`src/rtl/fpstk_pkg.sv`:
```
package fpstk_pkg;
    localparam int DATA_W = 16;
    localparam int DEPTH  = 8;
    localparam int PTR_W  = $clog2(DEPTH);
    localparam int OPC_W  = 5;

    localparam logic [OPC_W-1:0] OPC_NOP      = 5'h00;
    localparam logic [OPC_W-1:0] OPC_ADD      = 5'h01;
    localparam logic [OPC_W-1:0] OPC_ADDP_END = 5'h02;
    localparam logic [OPC_W-1:0] OPC_SUB_END  = 5'h06;
    localparam logic [OPC_W-1:0] OPC_MUL_END  = 5'h08;
    localparam logic [OPC_W-1:0] OPC_SUBR     = 5'h05;
    localparam logic [OPC_W-1:0] OPC_SUBRP    = 5'h06;
    localparam logic [OPC_W-1:0] OPC_DIVR     = 5'h0B;
    localparam logic [OPC_W-1:0] OPC_DIVRP    = 5'h0C;
    localparam logic [OPC_W-1:0] OPC_UN_FIRST = 5'h0D;
    localparam logic [OPC_W-1:0] OPC_UN_LAST  = 5'h13;
    localparam logic [OPC_W-1:0] OPC_FLAGS    = 5'h14;
    localparam logic [OPC_W-1:0] OPC_LOADR    = 5'h15;
    localparam logic [OPC_W-1:0] OPC_STORER   = 5'h16;
    localparam logic [OPC_W-1:0] OPC_CONST    = 5'h17;
    localparam logic [OPC_W-1:0] OPC_IMM      = 5'h18;

    typedef enum logic [2:0] {
        FN_NONE  = 3'd0,
        FN_ADD   = 3'd1,
        FN_SUB   = 3'd2,
        FN_MUL   = 3'd3,
        FN_DIV   = 3'd4,
        FN_UNARY = 3'd5
    } arfn_e;

    typedef enum logic [1:0] {
        SRC_ARITH = 2'd0,
        SRC_RF    = 2'd1,
        SRC_CONST = 2'd2,
        SRC_IMM   = 2'd3
    } wsrc_e;

    typedef struct packed {
        logic  dyad;      // two-operand arithmetic
        logic  rev;       // result goes to depth n before swap
        logic  push;
        logic  pop;
        logic  wr;        // in-place write (not push)
        logic  upd;       // flags are updated
        logic  flag_st0;  // flags come from depth 0, not write-back value
        logic  rf_we;
        wsrc_e src;
        arfn_e fn;
        logic [2:0] uop;
    } dec_t;

    typedef struct packed {
        logic [PTR_W-1:0] ptr;
        logic             f0;
        logic             fn;
    } ctl_t;
endpackage

```
`src/rtl/fpstk_dec.sv`:
```
module fpstk_dec
    import fpstk_pkg::*;
(
    input  logic             valid,
    input  logic [OPC_W-1:0] code,
    output dec_t             dec
);
    always_comb begin
        dec     = '0;
        dec.src = SRC_ARITH;
        dec.fn  = FN_NONE;
        if (valid) begin
            if (code >= OPC_ADD && code <= OPC_DIVRP) begin
                dec.dyad = 1'b1;
                dec.wr   = 1'b1;
                dec.upd  = 1'b1;
                dec.pop  = ~code[0];
                dec.rev  = (code == OPC_SUBR) || (code == OPC_SUBRP) ||
                           (code == OPC_DIVR) || (code == OPC_DIVRP);
                if (code <= OPC_ADDP_END)     dec.fn = FN_ADD;
                else if (code <= OPC_SUB_END) dec.fn = FN_SUB;
                else if (code <= OPC_MUL_END) dec.fn = FN_MUL;
                else                          dec.fn = FN_DIV;
            end else if (code >= OPC_UN_FIRST && code <= OPC_UN_LAST) begin
                dec.wr  = 1'b1;
                dec.upd = 1'b1;
                dec.fn  = FN_UNARY;
                dec.uop = code[2:0] - OPC_UN_FIRST[2:0];
            end else begin
                case (code)
                    OPC_FLAGS: begin
                        dec.upd      = 1'b1;
                        dec.flag_st0 = 1'b1;
                    end
                    OPC_LOADR: begin
                        dec.push = 1'b1;
                        dec.upd  = 1'b1;
                        dec.src  = SRC_RF;
                    end
                    OPC_CONST: begin
                        dec.push = 1'b1;
                        dec.upd  = 1'b1;
                        dec.src  = SRC_CONST;
                    end
                    OPC_IMM: begin
                        dec.push = 1'b1;
                        dec.upd  = 1'b1;
                        dec.src  = SRC_IMM;
                    end
                    OPC_STORER: begin
                        dec.rf_we    = 1'b1;
                        dec.pop      = 1'b1;
                        dec.upd      = 1'b1;
                        dec.flag_st0 = 1'b1;
                    end
                    default: ;
                endcase
            end
        end
    end
endmodule

```
`src/rtl/fpstk_crom.sv`:
```
module fpstk_crom
    import fpstk_pkg::*;
(
    input  logic [2:0]        sel,
    output logic [DATA_W-1:0] val
);
    always_comb begin
        case (sel)
            3'd0:    val = 16'h0000; // zero
            3'd1:    val = 16'h3C00; // one
            3'd2:    val = 16'h4248; // pi
            3'd3:    val = 16'h409B; // natural log of ten
            3'd4:    val = 16'h3DC5; // base-2 log of e
            3'd5:    val = 16'h34D1; // base-10 log of two
            3'd6:    val = 16'h398C; // natural log of two
            default: val = 16'h4170; // e
        endcase
    end
endmodule

```
`src/rtl/fpstk_store.sv`:
```
module fpstk_store #(
    parameter int DATA_W = 16,
    parameter int DEPTH  = 8
) (
    input  logic                     clk,
    input  logic                     rst_n,
    input  logic                     we,
    input  logic [$clog2(DEPTH)-1:0] waddr,
    input  logic [DATA_W-1:0]        wdata,
    input  logic [$clog2(DEPTH)-1:0] raddr_a,
    input  logic [$clog2(DEPTH)-1:0] raddr_b,
    output logic [DATA_W-1:0]        rdata_a,
    output logic [DATA_W-1:0]        rdata_b
);
    logic [DATA_W-1:0] mem_d [DEPTH];
    logic [DATA_W-1:0] mem_q [DEPTH];

    always_comb begin
        for (int i = 0; i < DEPTH; i++) begin
            mem_d[i] = mem_q[i];
        end
        if (we) begin
            mem_d[waddr] = wdata;
        end
    end

    always_ff @(posedge clk or negedge rst_n) begin
        if (!rst_n) begin
            for (int i = 0; i < DEPTH; i++) begin
                mem_q[i] <= '0;
            end
        end else begin
            for (int i = 0; i < DEPTH; i++) begin
                mem_q[i] <= mem_d[i];
            end
        end
    end

    assign rdata_a = mem_q[raddr_a];
    assign rdata_b = mem_q[raddr_b];
endmodule

```
`src/rtl/fpstk_ctrl.sv`:
```
module fpstk_ctrl
    import fpstk_pkg::*;
(
    input  logic              clk,
    input  logic              rst_n,
    input  logic              op_valid,
    input  logic [OPC_W-1:0]  op_code,
    input  logic [PTR_W-1:0]  op_sel,
    input  logic              op_swap,
    input  logic [DATA_W-1:0] op_imm,
    output logic [DATA_W-1:0] ar_a,
    output logic [DATA_W-1:0] ar_b,
    output logic [2:0]        ar_fn,
    output logic [2:0]        ar_uop,
    input  logic [DATA_W-1:0] ar_res,
    output logic [PTR_W-1:0]  rf_addr,
    input  logic [DATA_W-1:0] rf_rdata,
    output logic              rf_we,
    output logic [DATA_W-1:0] rf_wdata,
    output logic              flg_zero,
    output logic              flg_neg
);
    localparam logic [PTR_W-1:0] PTR_ONE = PTR_W'(1);

    dec_t              dec;
    ctl_t              ctl_d, ctl_q;
    logic [PTR_W-1:0]  ptr_q;
    logic [PTR_W-1:0]  idx_n;
    logic [DATA_W-1:0] st0, stn, cval, wb_val, flag_src;
    logic              wr_en;
    logic [PTR_W-1:0]  wr_idx;

    fpstk_dec i_dec (
        .valid (op_valid),
        .code  (op_code),
        .dec   (dec)
    );

    fpstk_crom i_crom (
        .sel (op_sel),
        .val (cval)
    );

    assign ptr_q = ctl_q.ptr;
    assign idx_n = ptr_q + op_sel;

    fpstk_store #(
        .DATA_W (DATA_W),
        .DEPTH  (DEPTH)
    ) i_store (
        .clk     (clk),
        .rst_n   (rst_n),
        .we      (wr_en),
        .waddr   (wr_idx),
        .wdata   (wb_val),
        .raddr_a (ptr_q),
        .raddr_b (idx_n),
        .rdata_a (st0),
        .rdata_b (stn)
    );

    // Operand presentation: roles exchange only for two-operand codes.
    assign ar_a   = (dec.dyad && op_swap) ? stn : st0;
    assign ar_b   = (dec.dyad && op_swap) ? st0 : stn;
    assign ar_fn  = dec.fn;
    assign ar_uop = dec.uop;

    assign rf_addr  = op_sel;
    assign rf_we    = dec.rf_we;
    assign rf_wdata = st0;

    always_comb begin
        case (dec.src)
            SRC_RF:    wb_val = rf_rdata;
            SRC_CONST: wb_val = cval;
            SRC_IMM:   wb_val = op_imm;
            default:   wb_val = ar_res;
        endcase
    end

    assign flag_src = dec.flag_st0 ? st0 : wb_val;

    always_comb begin
        ctl_d  = ctl_q;
        wr_en  = 1'b0;
        wr_idx = ptr_q;
        if (dec.push) begin
            wr_en     = 1'b1;
            wr_idx    = ptr_q - PTR_ONE;
            ctl_d.ptr = ptr_q - PTR_ONE;
        end else if (dec.wr) begin
            wr_en  = 1'b1;
            wr_idx = (dec.dyad && (dec.rev ^ op_swap)) ? idx_n : ptr_q;
        end
        if (dec.pop) begin
            ctl_d.ptr = ptr_q + PTR_ONE;
        end
        if (dec.upd) begin
            ctl_d.f0 = ~|flag_src[DATA_W-2:0];
            ctl_d.fn = flag_src[DATA_W-1];
        end
    end

    always_ff @(posedge clk or negedge rst_n) begin
        if (!rst_n) begin
            ctl_q <= '0;
        end else begin
            ctl_q <= ctl_d;
        end
    end

    assign flg_zero = ctl_q.f0;
    assign flg_neg  = ctl_q.fn;
endmodule

```
`config.mk`:
```
export PLATFORM = sky130hd
export DESIGN_NAME = fpstk_ctrl
export DESIGN_NICKNAME = d
export VERILOG_FILES = /design/src/rtl/fpstk_pkg.sv /design/src/rtl/fpstk_dec.sv /design/src/rtl/fpstk_crom.sv /design/src/rtl/fpstk_store.sv /design/src/rtl/fpstk_ctrl.sv
export SDC_FILE = /design/constraint.sdc
export NUM_CORES = 1
export LEC_CHECK = 0
export CELL_PAD_IN_SITES_DETAIL_PLACEMENT = 0
export CELL_PAD_IN_SITES_GLOBAL_PLACEMENT = 1
export CORE_AREA = 4 4 175 177
export CTS_BUF_LIST = sky130_fd_sc_hd__clkbuf_4 sky130_fd_sc_hd__clkbuf_8
export DETAILED_ROUTE_END_ITERATION = 7
export DIE_AREA = 0 0 179 181
export MAX_ROUTING_LAYER = met4
export PLACE_DENSITY = 0.62
export SYNTH_ARGS = -nofsm -noshare
export SYNTH_HDL_FRONTEND = slang
export SYNTH_SLANG_ARGS = --single-unit
export TNS_END_PERCENT = 30
```
`constraint.sdc`:
```
create_clock -name clk -period 4.25 [get_ports clk]
set_input_delay 0.85 -clock clk [delete_from_list [all_inputs] [get_ports clk]]
set_output_delay 0.85 -clock clk [all_outputs]
set_load 0.005 [all_outputs]
```
Word level (Yosys, flattened, before mapping)
Cells that the tools add are included.
{ "totals": {"regBits": 133, "inputBits": 60} }
{ "classes": {"add_sub_neg": 4, "magnitude_cmp": 11, "n_eq_ne": 18, "muxes": 41, "bitwise_logic": 5, "n_reduce_logical": 15} }
{ "op_table": {"columns": ["op", "n"], "rows": [
  ["16-bit two-way mux", 9],
  ["128-bit bitwise mux", 1],
  ["15-bit one-hot mux with 7 select lines", 1],
  ["16-bit binary-select mux with 3-bit select", 2],
  ["16-bit demux with 3-bit select", 1],
  ["16-bit one-hot mux with 3 select lines", 1],
  ["3-bit two-way mux", 11],
  ["5-bit == test (second input constant)", 5],
  ["15-bit OR reduction", 1],
  ["4-bit >= comparator (second input constant)", 3],
  ["3-bit NOT with 4-bit output", 3],
  ["5-bit by 3-bit == test with 1-bit output (second input constant)", 2],
  ["5-bit by 4-bit == test with 1-bit output (second input constant)", 2],
  ["5-bit by 4-bit less-or-equal comparator with 1-bit output (second input constant)", 2],
  ["3-bit == test (second input constant)", 3],
  ["1-bit two-way mux", 9],
  ["4-bit two-way mux", 2],
  ["3-bit by 2-bit == test with 1-bit output (second input constant)", 2],
  ["6-bit two-way mux", 1],
  ["2-bit one-hot mux with 3 select lines", 1],
  ["5-bit by 1-bit >= comparator with 1-bit output (second input constant)", 1],
  ["5-bit by 4-bit >= comparator with 1-bit output (second input constant)", 1],
  ["5-bit by 2-bit less-or-equal comparator with 1-bit output (second input constant)", 1],
  ["5-bit by 3-bit less-or-equal comparator with 1-bit output (second input constant)", 1],
  ["other kinds (20)", 28]
]} }

Depth between registers and ports, before layout
{ "logic_depth": {"ltp_word": 17, "depth_mapped": 13} }

Modules after synthesis
Synthesis repeated with hierarchy kept, for this count alone.
{ "hier_totals": {"cells_unflattened": 595, "hier_area_um2": 8859.7} }
{ "by_module_without_submodules": {"columns": ["module", "n_inst", "cells_each", "area_each_um2", "seq_area_each_um2"], "rows": [
  ["fpstk_store", 1, 393, 7000.5, 3203.1],
  ["fpstk_ctrl", 1, 114, 1265.0, 125.1],
  ["fpstk_dec", 1, 65, 445.4, 0.0],
  ["fpstk_crom", 1, 23, 148.9, 0.0]
]} }

Worst setup path before layout
Ideal clock, no wire load.
{ "synth_timing": {"path_kind": "input to output", "from": "input op_sel[0]", "to": "output ar_a[5]", "t_arrival_ns": 2.879, "required_time_ns": 3.400, "setup_slack_ns": 0.521, "stages": 8, "n_path_buf": 1, "path_cell_list": "ha_1 fa_1 xor2_1 xnor2_1 clkbuf_1 mux4_2 mux2i_1 a21oi_1"} }
{ "synth_via": {"elab_chain_cells": 6} }
{ "synth_rtl": {"columns": ["item", "line_no", "source"], "rows": [
  ["start, declared", "fpstk_ctrl.sv:8", "input logic [PTR_W-1:0] op_sel,"],
  ["3-bit adder", "fpstk_ctrl.sv:45", "assign idx_n = ptr_q + op_sel;"],
  ["3-bit NOT with 4-bit output (implied by the code)", "fpstk_store.sv:40", "assign rdata_b = mem_q[raddr_b];"],
  ["16-bit binary-select mux with 3-bit select", "fpstk_store.sv:40", null],
  ["16-bit two-way mux (implied by the code) (2 in series)", "fpstk_store.sv:40", null],
  ["16-bit two-way mux", "fpstk_ctrl.sv:63", "assign ar_a = (dec.dyad && op_swap) ? stn : st0;"],
  ["end, declared", "fpstk_ctrl.sv:11", "output logic [DATA_W-1:0] ar_a,"]
]} }
Every way passes these cells. The select of a mux whose other input is x is not followed.

Final worst setup path
{ "layout_timing": {"from": "input op_sel[0]", "to": "output ar_a[9]"} }
The elaborated chain is that of the path after synthesis.

==> flow_summary.yaml <==
outcome:
  outcome: "finished clean"
synthesis:
  async_reset_ff_share_pct: 100
  synth_edf_count: 0
  synthFlopType: "dfrtp_1"
  synth_area_leaders: "dfrtp_1 39%, mux4_2 17%, mux2_2 11%"
  synth.distinct_cells: 69
  synthesis.nets: 749
  syn_area_per_cell_sq_um: 12.7
  ys_warn_count: 0
  ys_seq_elements: 133
  synth_cells: 680
  yosys.area.top_type: "dfrtp_1"
  ys_seq_area_share_pct: 38.5
  syn-cell-area_sq_um: 8640
  yosysTopAreaCellShare_pct: 38.5
flow_run:
  drv_cap: 0
layout:
  n_antenna_cell: 0
  design_area_sq_um: 11400
  fillers: 2806
  utilization_pct: 38.9
  mostFrequentLayoutCells: "132 x dfrtp_1, 84 x clkdlybuf4s50_1, 83 x mux2_2"
  final_nets: 898
  syn_to_final_growth_pct: 31.6
  drive_gt1_share_pct: 35.1
  final_common_cell: "dfrtp_1"
pwr:
  power.density_nw_per_um2: 837
  p_leak_uw: 0.00464
  clkPwrFrac_pct: 12.7
  power_frac_comb_pct: 62.9
  sw_frac_of_total_pct: 35.9
  p_total_uw: 9510
  vdd_drop_max_mv: 0.422
  p_seq_share_pct: 24.4
  p_switching_uw: 3420
  internal-power_uw: 6100
timing:
  finalSetupViolations: 0
  worstMarginPinSlew_ns: 0.803
  fin_skew_ns: 0.00999
  hold_viol_final: 0
  drv_slew: 0
  fmax_mhz: 240
  fin_crit_ns: 4.16
  rsz0062_at_grt: "yes"
  max_slew_margin_pct: 46.5
  fin_ws_ns: 0.0852
  timing.hold.ws_ns: 0.428
  post-route-period-util_pct: 98.0
grt:
  grt_pass1_wl_um: 42000
  grt_max_degree: 88
  overflow: 0
  grt_pass1_vias: 6696
  grt_usage_pct: 17.5
  antenna_found_initial: 0
drt:
  routed_wl_um: 27000
  vias_per_cell: 5.19
  antenna_left: 0
  drt_first_pass_iters: 5
  dr.first_iter.drc_count: 330
  drc: 0
  vias: 6388
  drt-wirelength-per-cell_um: 21.9
clock_network:
  postCtsHoldBufs: 0
  insertion_delay_ns: 0.43
  cts-root-buf: "clkbuf_8"
  cts_max_level: 4
  cts_buffers: 17
  path_clk_slew_ns: 0.07
  cts_buffer_depth: 2
  cts_tree: "yes"
  clkSinkCount: 133
die:
  pin_count: 120
  dieArea_sq_um: 32400
  initial_core_util_pct: 29.5
  core_area_sq_um: 29200
  die_w_um: 179
  num_rows: 63
  die_height_um: 181
place:
  io_buffers: 119
  dp_hpwl_um: 18100
  placed_cell_area_sq_um: 10600
  gp_congestion: 0.775
  pre_cts_slack_ns: -0.332
worst_setup_path:
  critical_path_class: "in -> out"
  cp.required_ns: 3.40
  cp.arrival_ns: 3.31
  crit_path_start_kind: "primary input"
  end_kind: "output port"
  path_max_fanout: 7
worst_hold_path:
  min_path_type: "in -> async"
==> area by class of cell <==
type / instances / area [sq um] / area share (%)
Multi-Input combinational cell: 478 / 5110 / 45.0
Sequential cell: 133 / 3330 / 29.3
Timing Repair Buffer: 189 / 1950 / 17.2
Tap cell: 390 / 488 / 4.29
Clock buffer: 23 / 304 / 2.68
Clock inverter: 8 / 146 / 1.29
Inverter: 10 / 37.5 / 0.330
==> sequential cells by signal, summed over array words and instances (netlist names) <==
signal and count:
ptr_q 3, flg_neg 1, flg_zero 1, i_store.mem_q 128
==> per-stage QoR <==
step / instances / TNS [ns]
after global routing: 1231 / -0.101
after detailed placement: 1190 / -8.16
after floorplan: 680 / 0
final: 1231 / 0
after CTS: 1231 / 0
after global placement: 1190 / -8.44
==> critical path: stages <==
cell and delay (ns):
dlygate4sd2_1 0.25, ha_2 0.19, fa_2 0.35, xor2_2 0.17
xnor2_2 0.14, buf_6 0.16, buf_12 0.15, buf_4 0.12
buf_4 0.12, mux4_2 0.30, mux2i_4 0.16, a21oi_1 0.08
dlygate4sd2_1 0.27
==> power groups by stage <==
stage	Clock, uW	Combinational [uW]	Sequential [uW]
6_report	1200	5990	2320
5_1_grt	1280	6450	2410
4_1_cts	1230	5950	2310
3_5_place_dp	0	5590	2340
3_3_place_gp	0	5550	2330
2_1_floorplan	0	3290	2180
==> repair_timing <==
action                                  in CTS  in global routing
gates resized for setup                     46                 28
pin swaps                                    3                  1
endpoints found under the setup margin      32                 23
cloned                                       3                  0
buffers inserted                             7                  0
endpoints found under the hold margin        0                  0
==> metal layers <==
| layer | vias to the layer above | global-route usage (%) | routed length [um] |
|---|---|---|---|
| li1 | 2912 | - | - |
| met1 | 3327 | 21.9 | 11500 |
| met2 | 130 | 29.5 | 14000 |
| met3 | 19 | 3.95 | 1170 |
| met4 | 0 | 3.10 | 293 |
| met5 | - | - | 0 |
==> worst paths after layout <==
check	start	end	slack [ns]	cells past startpoint
worst min-delay path	rst_n	i_store.mem_q[103]	0.43	1
max in group asynchronous	rst_n	i_store.mem_q[99]	2.88	2
worst max register to register	ptr_q[0]	flg_zero	1.04	7
worst min register to register	flg_neg	flg_neg	0.48	2
worst max-delay path	op_sel[0]	ar_a[9]	0.09	13
min in group clk	flg_neg	flg_neg	0.48	2
==> kinds of logic after synthesis <==
| group | synth area share [%] |
|---|---|
| xor+xnor | 0.710 |
| simple gates | 8.23 |
| buf+inv | 4.16 |
| fa+ha+maj | 1.39 |
| flops | 38.5 |
| compound gates | 9.08 |
| mux | 37.9 |
==> Yosys cell counts, types with 8 or more instances <==
cell / number
inv_1: 10
mux2_2: 83
o21ai_0: 11
ha_1: 8
mux2_1: 61
nor2_1: 49
nand2_1: 17
clkbuf_1: 28
mux4_2: 64
buf_1: 8
nand3_1: 8
a21oi_1: 41
mux2i_1: 21
dfrtp_1: 133
buf_4: 11
(Power assumes the default switching activity.)
